$ cat src/rtl/dbl_to_sgl_round.sv
module dbl_to_sgl_round (
  input  logic        clk,
  input  logic        rst_n,
  input  logic        in_valid,
  input  logic [63:0] operand,
  input  logic [1:0]  rnd_mode,
  input  logic        ovf_trap_en,
  input  logic        unf_trap_en,
  input  logic        inv_trap_en,
  input  logic [3:0]  flags_in,
  input  logic [4:0]  class_in,
  output logic        out_valid,
  output logic [63:0] result,
  output logic [3:0]  flags_out,
  output logic        frac_rounded,
  output logic        frac_inexact,
  output logic [4:0]  class_out
);
  localparam logic signed [12:0] EMIN = -13'sd126;
  localparam logic signed [12:0] EMAX = 13'sd127;
  localparam logic signed [12:0] BIAS = 13'sd1023;
  localparam logic signed [12:0] ADJ  = 13'sd192;
  localparam logic [10:0] TINY_LIM = 11'd897;
  localparam logic [4:0] C_QNAN = 5'b10001, C_PINF = 5'b00101, C_NINF = 5'b01001;
  localparam logic [4:0] C_PNORM = 5'b00100, C_NNORM = 5'b01000;
  localparam logic [4:0] C_PZERO = 5'b00010, C_NZERO = 5'b10010;

  function automatic logic [5:0] lead_zeros53(input logic [52:0] v);
    logic [5:0] n;
    logic hit;
    n = '0; hit = 1'b0;
    for (int i = 52; i >= 0; i--) begin
      if (!hit) begin
        if (v[i]) hit = 1'b1;
        else n = n + 6'd1;
      end
    end
    return n;
  endfunction

  function automatic logic [4:0] lead_zeros24(input logic [23:0] v);
    logic [4:0] n;
    logic hit;
    n = '0; hit = 1'b0;
    for (int i = 23; i >= 0; i--) begin
      if (!hit) begin
        if (v[i]) hit = 1'b1;
        else n = n + 5'd1;
      end
    end
    return n;
  endfunction

  function automatic logic [63:0] pack(input logic s, input logic signed [12:0] e, input logic [23:0] m);
    logic [12:0] be;
    be = e + BIAS;
    return {s, be[10:0], m[22:0], 29'b0};
  endfunction

  wire        sgn      = operand[63];
  wire [10:0] bexp     = operand[62:52];
  wire [51:0] frac     = operand[51:0];
  wire        is_zero  = (bexp == 11'd0) && (frac == 52'd0);
  wire        all_ones = (bexp == 11'h7ff);
  wire        is_inf   = all_ones && (frac == 52'd0);
  wire        is_qnan  = all_ones && frac[51];
  wire        is_snan  = all_ones && !frac[51] && (frac != 52'd0);
  wire        tiny     = !is_zero && (bexp < TINY_LIM);
  wire [52:0] sig      = {bexp != 11'd0, frac};
  wire [55:0] wide     = {sig, 3'b000};
  wire signed [12:0] uexp = (bexp == 11'd0) ? -13'sd1022 : $signed({2'b00, bexp}) - BIAS;

  logic [5:0]  nlz;
  logic [52:0] nsig;
  logic signed [12:0] shs;
  logic [55:0] dsh, rv;
  logic        lost, extra;
  logic signed [12:0] rexp, e1;
  logic        lsb, gbit, rbit, xbit, inc;
  logic [24:0] sum;
  logic [23:0] mant, nmant;
  logic [4:0]  tz;
  logic        below;

  always_comb begin
    nlz  = lead_zeros53(sig);
    nsig = sig << nlz;
    shs  = EMIN - uexp;
    if (shs > 13'sd55) begin
      dsh  = '0;
      lost = |sig;
    end else begin
      dsh  = wide >> shs[5:0];
      lost = |(wide & ~({56{1'b1}} << shs[5:0]));
    end
    if (tiny && unf_trap_en) begin
      rv = {nsig, 3'b000}; extra = 1'b0; rexp = uexp - $signed({7'd0, nlz});
    end else if (tiny) begin
      rv = dsh; extra = lost; rexp = EMIN;
    end else begin
      rv = wide; extra = 1'b0; rexp = uexp;
    end
    lsb   = rv[32];
    gbit  = rv[31];
    rbit  = rv[30];
    xbit  = (|rv[29:0]) | extra;
    below = (|rv[31:0]) | extra;
    unique case (rnd_mode)
      2'b00:   inc = gbit & (lsb | rbit | xbit);
      2'b01:   inc = 1'b0;
      2'b10:   inc = !sgn & (gbit | rbit | xbit);
      default: inc = sgn & (gbit | rbit | xbit);
    endcase
    sum = {1'b0, rv[55:32]} + {24'd0, inc};
    if (sum[24]) begin
      mant = sum[24:1]; e1 = rexp + 13'sd1;
    end else begin
      mant = sum[23:0]; e1 = rexp;
    end
    tz    = lead_zeros24(mant);
    nmant = mant << tz;
  end

  logic [63:0] n_res;
  logic [3:0]  n_flags;
  logic        n_fr, n_fi;
  logic [4:0]  n_cls;
  wire  [4:0]  c_norm = sgn ? C_NNORM : C_PNORM;
  wire  [63:0] big_inf = {sgn, 11'h7ff, 52'd0};
  wire  [63:0] big_max = {sgn, 11'h47e, {23{1'b1}}, 29'd0};

  always_comb begin
    n_res = operand; n_flags = flags_in; n_fr = 1'b0; n_fi = 1'b0; n_cls = class_in;
    if (is_zero) begin
      n_cls = sgn ? C_NZERO : C_PZERO;
    end else if (is_inf) begin
      n_cls = sgn ? C_NINF : C_PINF;
    end else if (is_qnan) begin
      n_res = {operand[63:29], 29'd0}; n_cls = C_QNAN;
    end else if (is_snan) begin
      n_flags[3] = 1'b1;
      if (!inv_trap_en) begin
        n_res = {operand[63:52], 1'b1, operand[50:29], 29'd0}; n_cls = C_QNAN;
      end
    end else begin
      n_fr = inc;
      n_fi = gbit | rbit | xbit;
      n_flags[0] = flags_in[0] | n_fi;
      n_cls = c_norm;
      if (tiny && unf_trap_en) begin
        n_flags[1] = 1'b1;
        n_res = pack(sgn, e1 + ADJ, mant);
      end else if (tiny) begin
        n_flags[1] = flags_in[1] | below;
        if (mant == 24'd0) begin
          n_res = {sgn, 63'd0}; n_cls = sgn ? C_NZERO : C_PZERO;
        end else begin
          n_res = pack(sgn, e1 - $signed({8'd0, tz}), nmant);
        end
      end else if (e1 > EMAX) begin
        n_flags[2] = 1'b1;
        if (ovf_trap_en) begin
          n_res = pack(sgn, e1 - ADJ, mant);
        end else begin
          n_fr = 1'b0; n_fi = 1'b1; n_flags[0] = 1'b1;
          unique case (rnd_mode)
            2'b00:   n_res = big_inf;
            2'b01:   n_res = big_max;
            2'b10:   n_res = sgn ? big_max : big_inf;
            default: n_res = sgn ? big_inf : big_max;
          endcase
          if (n_res[62:52] == 11'h7ff) n_cls = sgn ? C_NINF : C_PINF;
        end
      end else begin
        n_res = pack(sgn, e1, mant);
      end
    end
  end

  always_ff @(posedge clk or negedge rst_n) begin
    if (!rst_n) begin
      out_valid <= 1'b0; result <= '0; flags_out <= '0;
      frac_rounded <= 1'b0; frac_inexact <= 1'b0; class_out <= '0;
    end else begin
      out_valid <= in_valid;
      if (in_valid) begin
        result <= n_res; flags_out <= n_flags;
        frac_rounded <= n_fr; frac_inexact <= n_fi; class_out <= n_cls;
      end
    end
  end

  p_flags_sticky_r11: assert property (@(posedge clk) disable iff (!rst_n)
    out_valid |-> ((flags_out & $past(flags_in)) == $past(flags_in)));
  p_low_clear_r4: assert property (@(posedge clk) disable iff (!rst_n)
    (out_valid && result[62:52] != 11'h7ff) |-> (result[28:0] == 29'd0));
  p_fr_needs_fi_r5: assert property (@(posedge clk) disable iff (!rst_n)
    (out_valid && frac_rounded) |-> frac_inexact);
  p_special_pass_r2: assert property (@(posedge clk) disable iff (!rst_n)
    (out_valid && $past(operand[51:0] == 52'd0 && (operand[62:52] == 11'd0 || operand[62:52] == 11'h7ff)))
      |-> (result == $past(operand) && !frac_rounded && !frac_inexact));
  p_snan_flag_r3: assert property (@(posedge clk) disable iff (!rst_n)
    (out_valid && $past(operand[62:52] == 11'h7ff && !operand[51] && operand[50:0] != 51'd0)) |-> flags_out[3]);
  p_ovf_nearest_r7: assert property (@(posedge clk) disable iff (!rst_n)
    (out_valid && $past(operand[62:52] > 11'd1150 && operand[62:52] != 11'h7ff && !ovf_trap_en && rnd_mode == 2'b00))
      |-> (result[62:0] == {11'h7ff, 52'd0} && flags_out[2]));
endmodule

$ cat config.mk
export PLATFORM = sky130hd
export DESIGN_NAME = dbl_to_sgl_round
export DESIGN_NICKNAME = d
export VERILOG_FILES = /design/src/rtl/dbl_to_sgl_round.sv
export SDC_FILE = /design/constraint.sdc
export NUM_CORES = 1
export LEC_CHECK = 0
export BUFFER_PORTS_ARGS = -buffer_cell sky130_fd_sc_hd__buf_4
export CORE_ASPECT_RATIO = 0.6
export CORE_UTILIZATION = 61
export CTS_CLUSTER_DIAMETER = 120
export DETAILED_ROUTE_END_ITERATION = 8
export PLACE_DENSITY = 0.8
export SLEW_MARGIN = 20
export SYNTH_ARGS = -nofsm -noshare
export SYNTH_HDL_FRONTEND = slang
export SYNTH_SLANG_ARGS = --single-unit
$ cat constraint.sdc
create_clock -name clk -period 1.9 [get_ports clk]
set_clock_uncertainty 0.05 [all_clocks]
set_input_delay 0.095 -clock clk [delete_from_list [all_inputs] [get_ports clk]]
set_output_delay 0.095 -clock clk [all_outputs]
set_load 0.02 [all_outputs]
==> results.toml, run 1 <==
[outcome]
status = "stopped before the end"
last-stage-reached = "global routing (5_1_grt)"
stop_error = "[ERROR GRT-0116] Global routing finished with congestion. Check the congestion regions in the DRC Viewer."

[yosys]
synthFlopType = "dfrtp_1"
synthAdderAreaFrac_pct = 6.387
syn_nets = 3795
synth_top_family_by_area = "simple AND/OR/NAND/NOR gates"
synthSimpleGateAreaFrac_pct = 28.21
synth_compound_area_share_pct = 25.38
syn_inst = 3596
synth-seq-area-share_pct = 7.681
yosys.area_share.xor_xnor_pct = 13.34
yosys_warnings = 0
ys_types = 118
synth_edf_count = 0
synth-seq-cells = 76
synth_area_um2 = 24760
synth.area.mux_share_pct = 13.46
async_flop_share_pct = 100.0
postSynthAreaPerCell_um2 = 6.886

[placement]
finalWeightedCongestion = 1.298
port_buffers = 156
hpwl_mm = 106.4

[grt]
overflow = 3242
first_global_vias = 51440
grt_pass1_wl_mm = 324.8
grtUsageTotal_pct = 103.5
grt_max_degree = 48

[clock_tree]
clock-sinks = 76
cts_root_buffer = "clkbuf_16"
clk_path_buf_depth = 2
htreeDepth = 3
numCtsBuffers = 9

[floorplanning]
ios = 157
fp-row-count = 56
initial_utilization_pct = 62.66
die_y_um = 158.1
die_w_um = 262.1
cell families after synthesis:
family / count (synthesis)
AO/OA/AOI/OAI: 958
XOR/XNOR: 291
adder cells (fa/ha/maj): 127
buffers and inverters: 348
flip-flops: 76
multiplexers: 316
AND/OR/NAND/NOR: 1480
cells in the mapped netlist, drive strengths merged (13+ instances only):
cell | instances | area share [%]
ha | 116 | 5.9
inv | 105 | 1.6
a22oi | 22 | 0.72
nor2b | 41 | 1.0
nor3b | 15 | 0.45
mux2 | 43 | 2.0
a31oi | 32 | 0.81
or2 | 31 | 0.78
or4 | 14 | 0.44
dfrtp | 76 | 7.7
a21o | 28 | 0.85
nor3 | 109 | 2.3
mux2i | 264 | 11
and3 | 30 | 0.76
o221ai | 19 | 0.67
buf | 44 | 0.94
a22o | 35 | 1.2
nand3 | 107 | 2.2
nand2b | 41 | 1.0
o22ai | 24 | 0.61
o211ai | 28 | 0.85
a221oi | 17 | 0.63
a21oi | 247 | 5.0
o31ai | 23 | 0.72
a211oi | 41 | 1.2
xnor3 | 30 | 2.8
clkbuf | 194 | 2.9
nand2 | 491 | 7.5
o21a | 15 | 0.45
nand4 | 36 | 1.0
nor4 | 39 | 1.2
xnor2 | 170 | 6.5
and2 | 44 | 1.1
nor2 | 412 | 6.3
a21boi | 16 | 0.49
xor2 | 79 | 3.0
o21ai | 255 | 5.2
a2111oi | 13 | 0.46
or3 | 33 | 0.85
what timing repair did:
| action | in CTS |
|---|---|
| pin swaps | 135 |
| hold buffers | 10 |
| setup buffers | 136 |
| gates resized for setup | 210 |
| endpoints found under the hold margin | 41 |
| gates cloned | 1 |
| endpoints found under the setup margin | 74 |
stage by stage:
step           instances  setup WS (ns)  util (%)  cell area [µm²]  hold slack, ns
2_1_floorplan       3596         -47.15         -            25760         -0.2506
3_3_place_gp        5263         -45.69     91.05            35980        0.007139
3_5_place_dp        5263         -49.74     91.05            35980         0.02563
4_1_cts             5424         -47.43     97.13            38380         0.03784
metal layers:
metal	overflow	GRT usage, %
met1	295	93.94
met2	1937	123.0
met3	298	91.05
met4	661	113.7
met5	51	83.21
==> run 2: changes to the inputs <==
CORE_ASPECT_RATIO = default   (was 0.6)
CORE_UTILIZATION = 40   (was 61)
CTS_CLUSTER_DIAMETER = default   (was 120)
PLACE_DENSITY = default   (was 0.8)
PLACE_DENSITY_LB_ADDON = 0.15   (was default)
==> run 2 against run 1 <==
Compared with the run above: the flow now finishes, with violations (setup timing); synthesized area unchanged; synthesized cell count unchanged.
==> results.toml, run 2 <==
[final_layout]
largest_reg_flops = 64
antenna_cells = 0
top_regs = "result (64), class_out (5), flags_out (4)"
drive_gt1_share_pct = 40.18
syn_to_final_growth_pct = 58.46
final_common_cell = "buf_4"
final_nets = 5142
final_core_util_pct = 64.53
fillerInstances = 5378
final_cell_mix = "buf_4, nand2_1, nor2_1, mux2i_1, a21oi_1"
top_register = "result"
fin_cells = 5730

[clock_tree]
cts_root_buffer = "clkbuf_16"
clock_latency_ns = 0.37
numCtsBuffers = 9
htreeDepth = 3
clk_path_buf_depth = 2
clock-sinks = 76
path_clk_slew_ns = 0.07
cts_tree = "done"

[yosys]
synthTopCellsByCount = "nand2_1, nor2_1, mux2i_1"
yosys_warnings = 0
synth.area.top_cells = "mux2i_1, dfrtp_1, nand2_1, nor2_1, ha_1"
ys_types = 118
postSynthAreaPerCell_um2 = 6.886
synth_edf_count = 0
synth_area_um2 = 24760
synth-seq-cells = 76
synth_largest_area_cell = "mux2i_1"
synthFlopType = "dfrtp_1"
synth-seq-area-share_pct = 7.681
syn_nets = 3795
async_flop_share_pct = 100.0
syn_inst = 3596
synth_top_area_share_pct = 10.63
yosysMostFrequentCell = "nand2_1"

[power]
power.clock.fraction_pct = 15.3
p_int_mw = 6.945
switching_share_pct = 44.96
p_comb_share_pct = 69.5
p_total_mw = 12.62
peakVddDrop_v = 0.0004690
p_switching_mw = 5.674
powerDensity_nw_per_um2 = 321.6
p_seq_share_pct = 15.2
leakagePower_nw = 18.49

[sta]
slew_violations = 0
fin_setup_tns_ns = -1930.80
fin_crit_ns = 48.42
rsz0062_at_grt = "true"
max_freq_mhz = 20.65
tightest_slew_ns = 0.7512
hold_violations = 0
worst_slack_ns = -46.52
slew_headroom_pct = 49.27
finalCritPeriodShare_pct = 2549
setup-violations-final = 74

[floorplanning]
die_w_um = 250.8
ios = 157
die_y_um = 250.8
core-area_um2 = 60810
die_area_um2 = 62900
initial_utilization_pct = 40.72
fp-row-count = 90

[route]
route.detailed.drc = 0
vias = 33000
wl_per_cell_um = 19.94
via_per_inst = 5.759
ant_nets = 0
drt_pre_antenna_iters = 6
drt-initial-drc-count = 2805
wirelength_mm = 114.3

[worst_setup_path]
r2r-start = "result[31]"
crit_path_max_fanout = 9
critPathLaunch = "operand[53]"
startpoint_type = "input port"
cp_common_cell = "ha_4"
critPathArrivalTime_ns = 48.64
critPathKind = "in2reg"
cpMaxStageDelayCell = "or4_4"
cpPeakStageDelay_ns = 0.49
cp.required_ns = 2.12
worst_setup_path_end_kind = "flop"

[outcome]
violations = "setup timing"
status = "finished, violations left"

[grt]
grt_pass1_wl_mm = 174.8
first_global_vias = 31520
grt_max_degree = 46
top_usage_layer = "met2"
use_met3_pct = 4.069
met1_usage_pct = 45.94
use_met2_pct = 57.65
grt_antenna_before_repair = 0
grtUsageTotal_pct = 34.89
overflow = 0

[placement]
port_buffers = 156
dpl.cell_count = 5592
finalWeightedCongestion = 1.052
pre_cts_ws_ns = -47.29
hpwl_mm = 91.80

[min_path]
worstHoldStart = "class_in[1]"
hp-class = "in2reg"

[flow_run]
cap_violations = 0
## run 2: area by class of cell
| class | count | area (µm²) | share of cell area [%] |
|---|---|---|---|
| clock buffers | 9 | 225.2 | 0.5740 |
| clock inverters | 7 | 91.34 | 0.2328 |
| inverters | 110 | 436.7 | 1.113 |
| multi-input cells | 3172 | 23450 | 59.75 |
| flip-flops and latches | 76 | 1902 | 4.847 |
| well taps | 782 | 978.4 | 2.494 |
| repair buffers | 1572 | 12140 | 30.93 |
| repair inverters | 2 | 22.52 | 0.05740 |
## run 2: metrics by stage
step                instance area (µm²)  hold slack (ns)
detailed placement                36840         -0.04810
finish                            39240          0.02260
CTS                               38090          0.01900
global route                      39240          0.03701
floorplan                         25760          -0.2506
global placement                  36840         -0.04846
## run 2: power by group through the flow
stage	sequential (mW)	combinational (mW)	clock (mW)
3_5_place_dp	1.95	8.10	0
5_1_grt	1.93	9.34	2.00
6_report	1.92	8.77	1.93
3_3_place_gp	1.95	8.07	0
4_1_cts	1.92	8.34	1.94
2_1_floorplan	2.07	3.86	0
## run 2: cell families (layout without fill, tap and decap cells)
| family | count (synthesis) | after routing | synth area share [%] |
|---|---|---|---|
| flops | 76 | 76 | 7.681 |
| compound gates | 958 | 958 | 25.38 |
| simple gates | 1480 | 1480 | 28.21 |
| xor+xnor | 291 | 291 | 13.34 |
| buf+inv | 348 | 1700 | 5.548 |
| fa+ha+maj | 127 | 127 | 6.387 |
| mux | 316 | 316 | 13.46 |
## run 2: timing repair
| action | 4_1_cts | 5_1_grt |
|---|---|---|
| gates cloned | 0 | 2 |
| hold buffers | 7 | 0 |
| pin swaps | 92 | 175 |
| gates resized for setup | 84 | 156 |
| endpoints found under the setup margin | 74 | 74 |
| setup buffers | 63 | 55 |
| hold endpoints to repair | 82 | 0 |
## run 2: worst max-delay path, delay by kind of cell
| kind | cells | cell delay, ns |
|---|---|---|
| AO/OA/AOI/OAI | 80 | 12.76 |
| XOR/XNOR | 6 | 0.84 |
| adder cells (fa/ha/maj) | 64 | 15.97 |
| buffers and inverters | 44 | 5.12 |
| multiplexers | 33 | 6.07 |
| AND/OR/NAND/NOR | 70 | 7.67 |
## run 2: final timing paths
path,to,slack [ns],cells past startpoint
max,result[60],-46.52,297
min,class_out[1],0.02,3
max reg2reg,result[31],0.87,2
min reg2reg,result[59],0.44,1
max in group asynchronous,result[22],1.13,3
min in group asynchronous,result[40],0.11,2
## run 2: layer usage
| layer | share of wire, % | wire length (µm) |
|---|---|---|
| met1 | 43 | 49500 |
| met2 | 45 | 51180 |
| met3 | 6.7 | 7696 |
| met4 | 5.1 | 5800 |
| met5 | 0.067 | 77 |
Note: power is estimated with default switching activity, not from simulation.
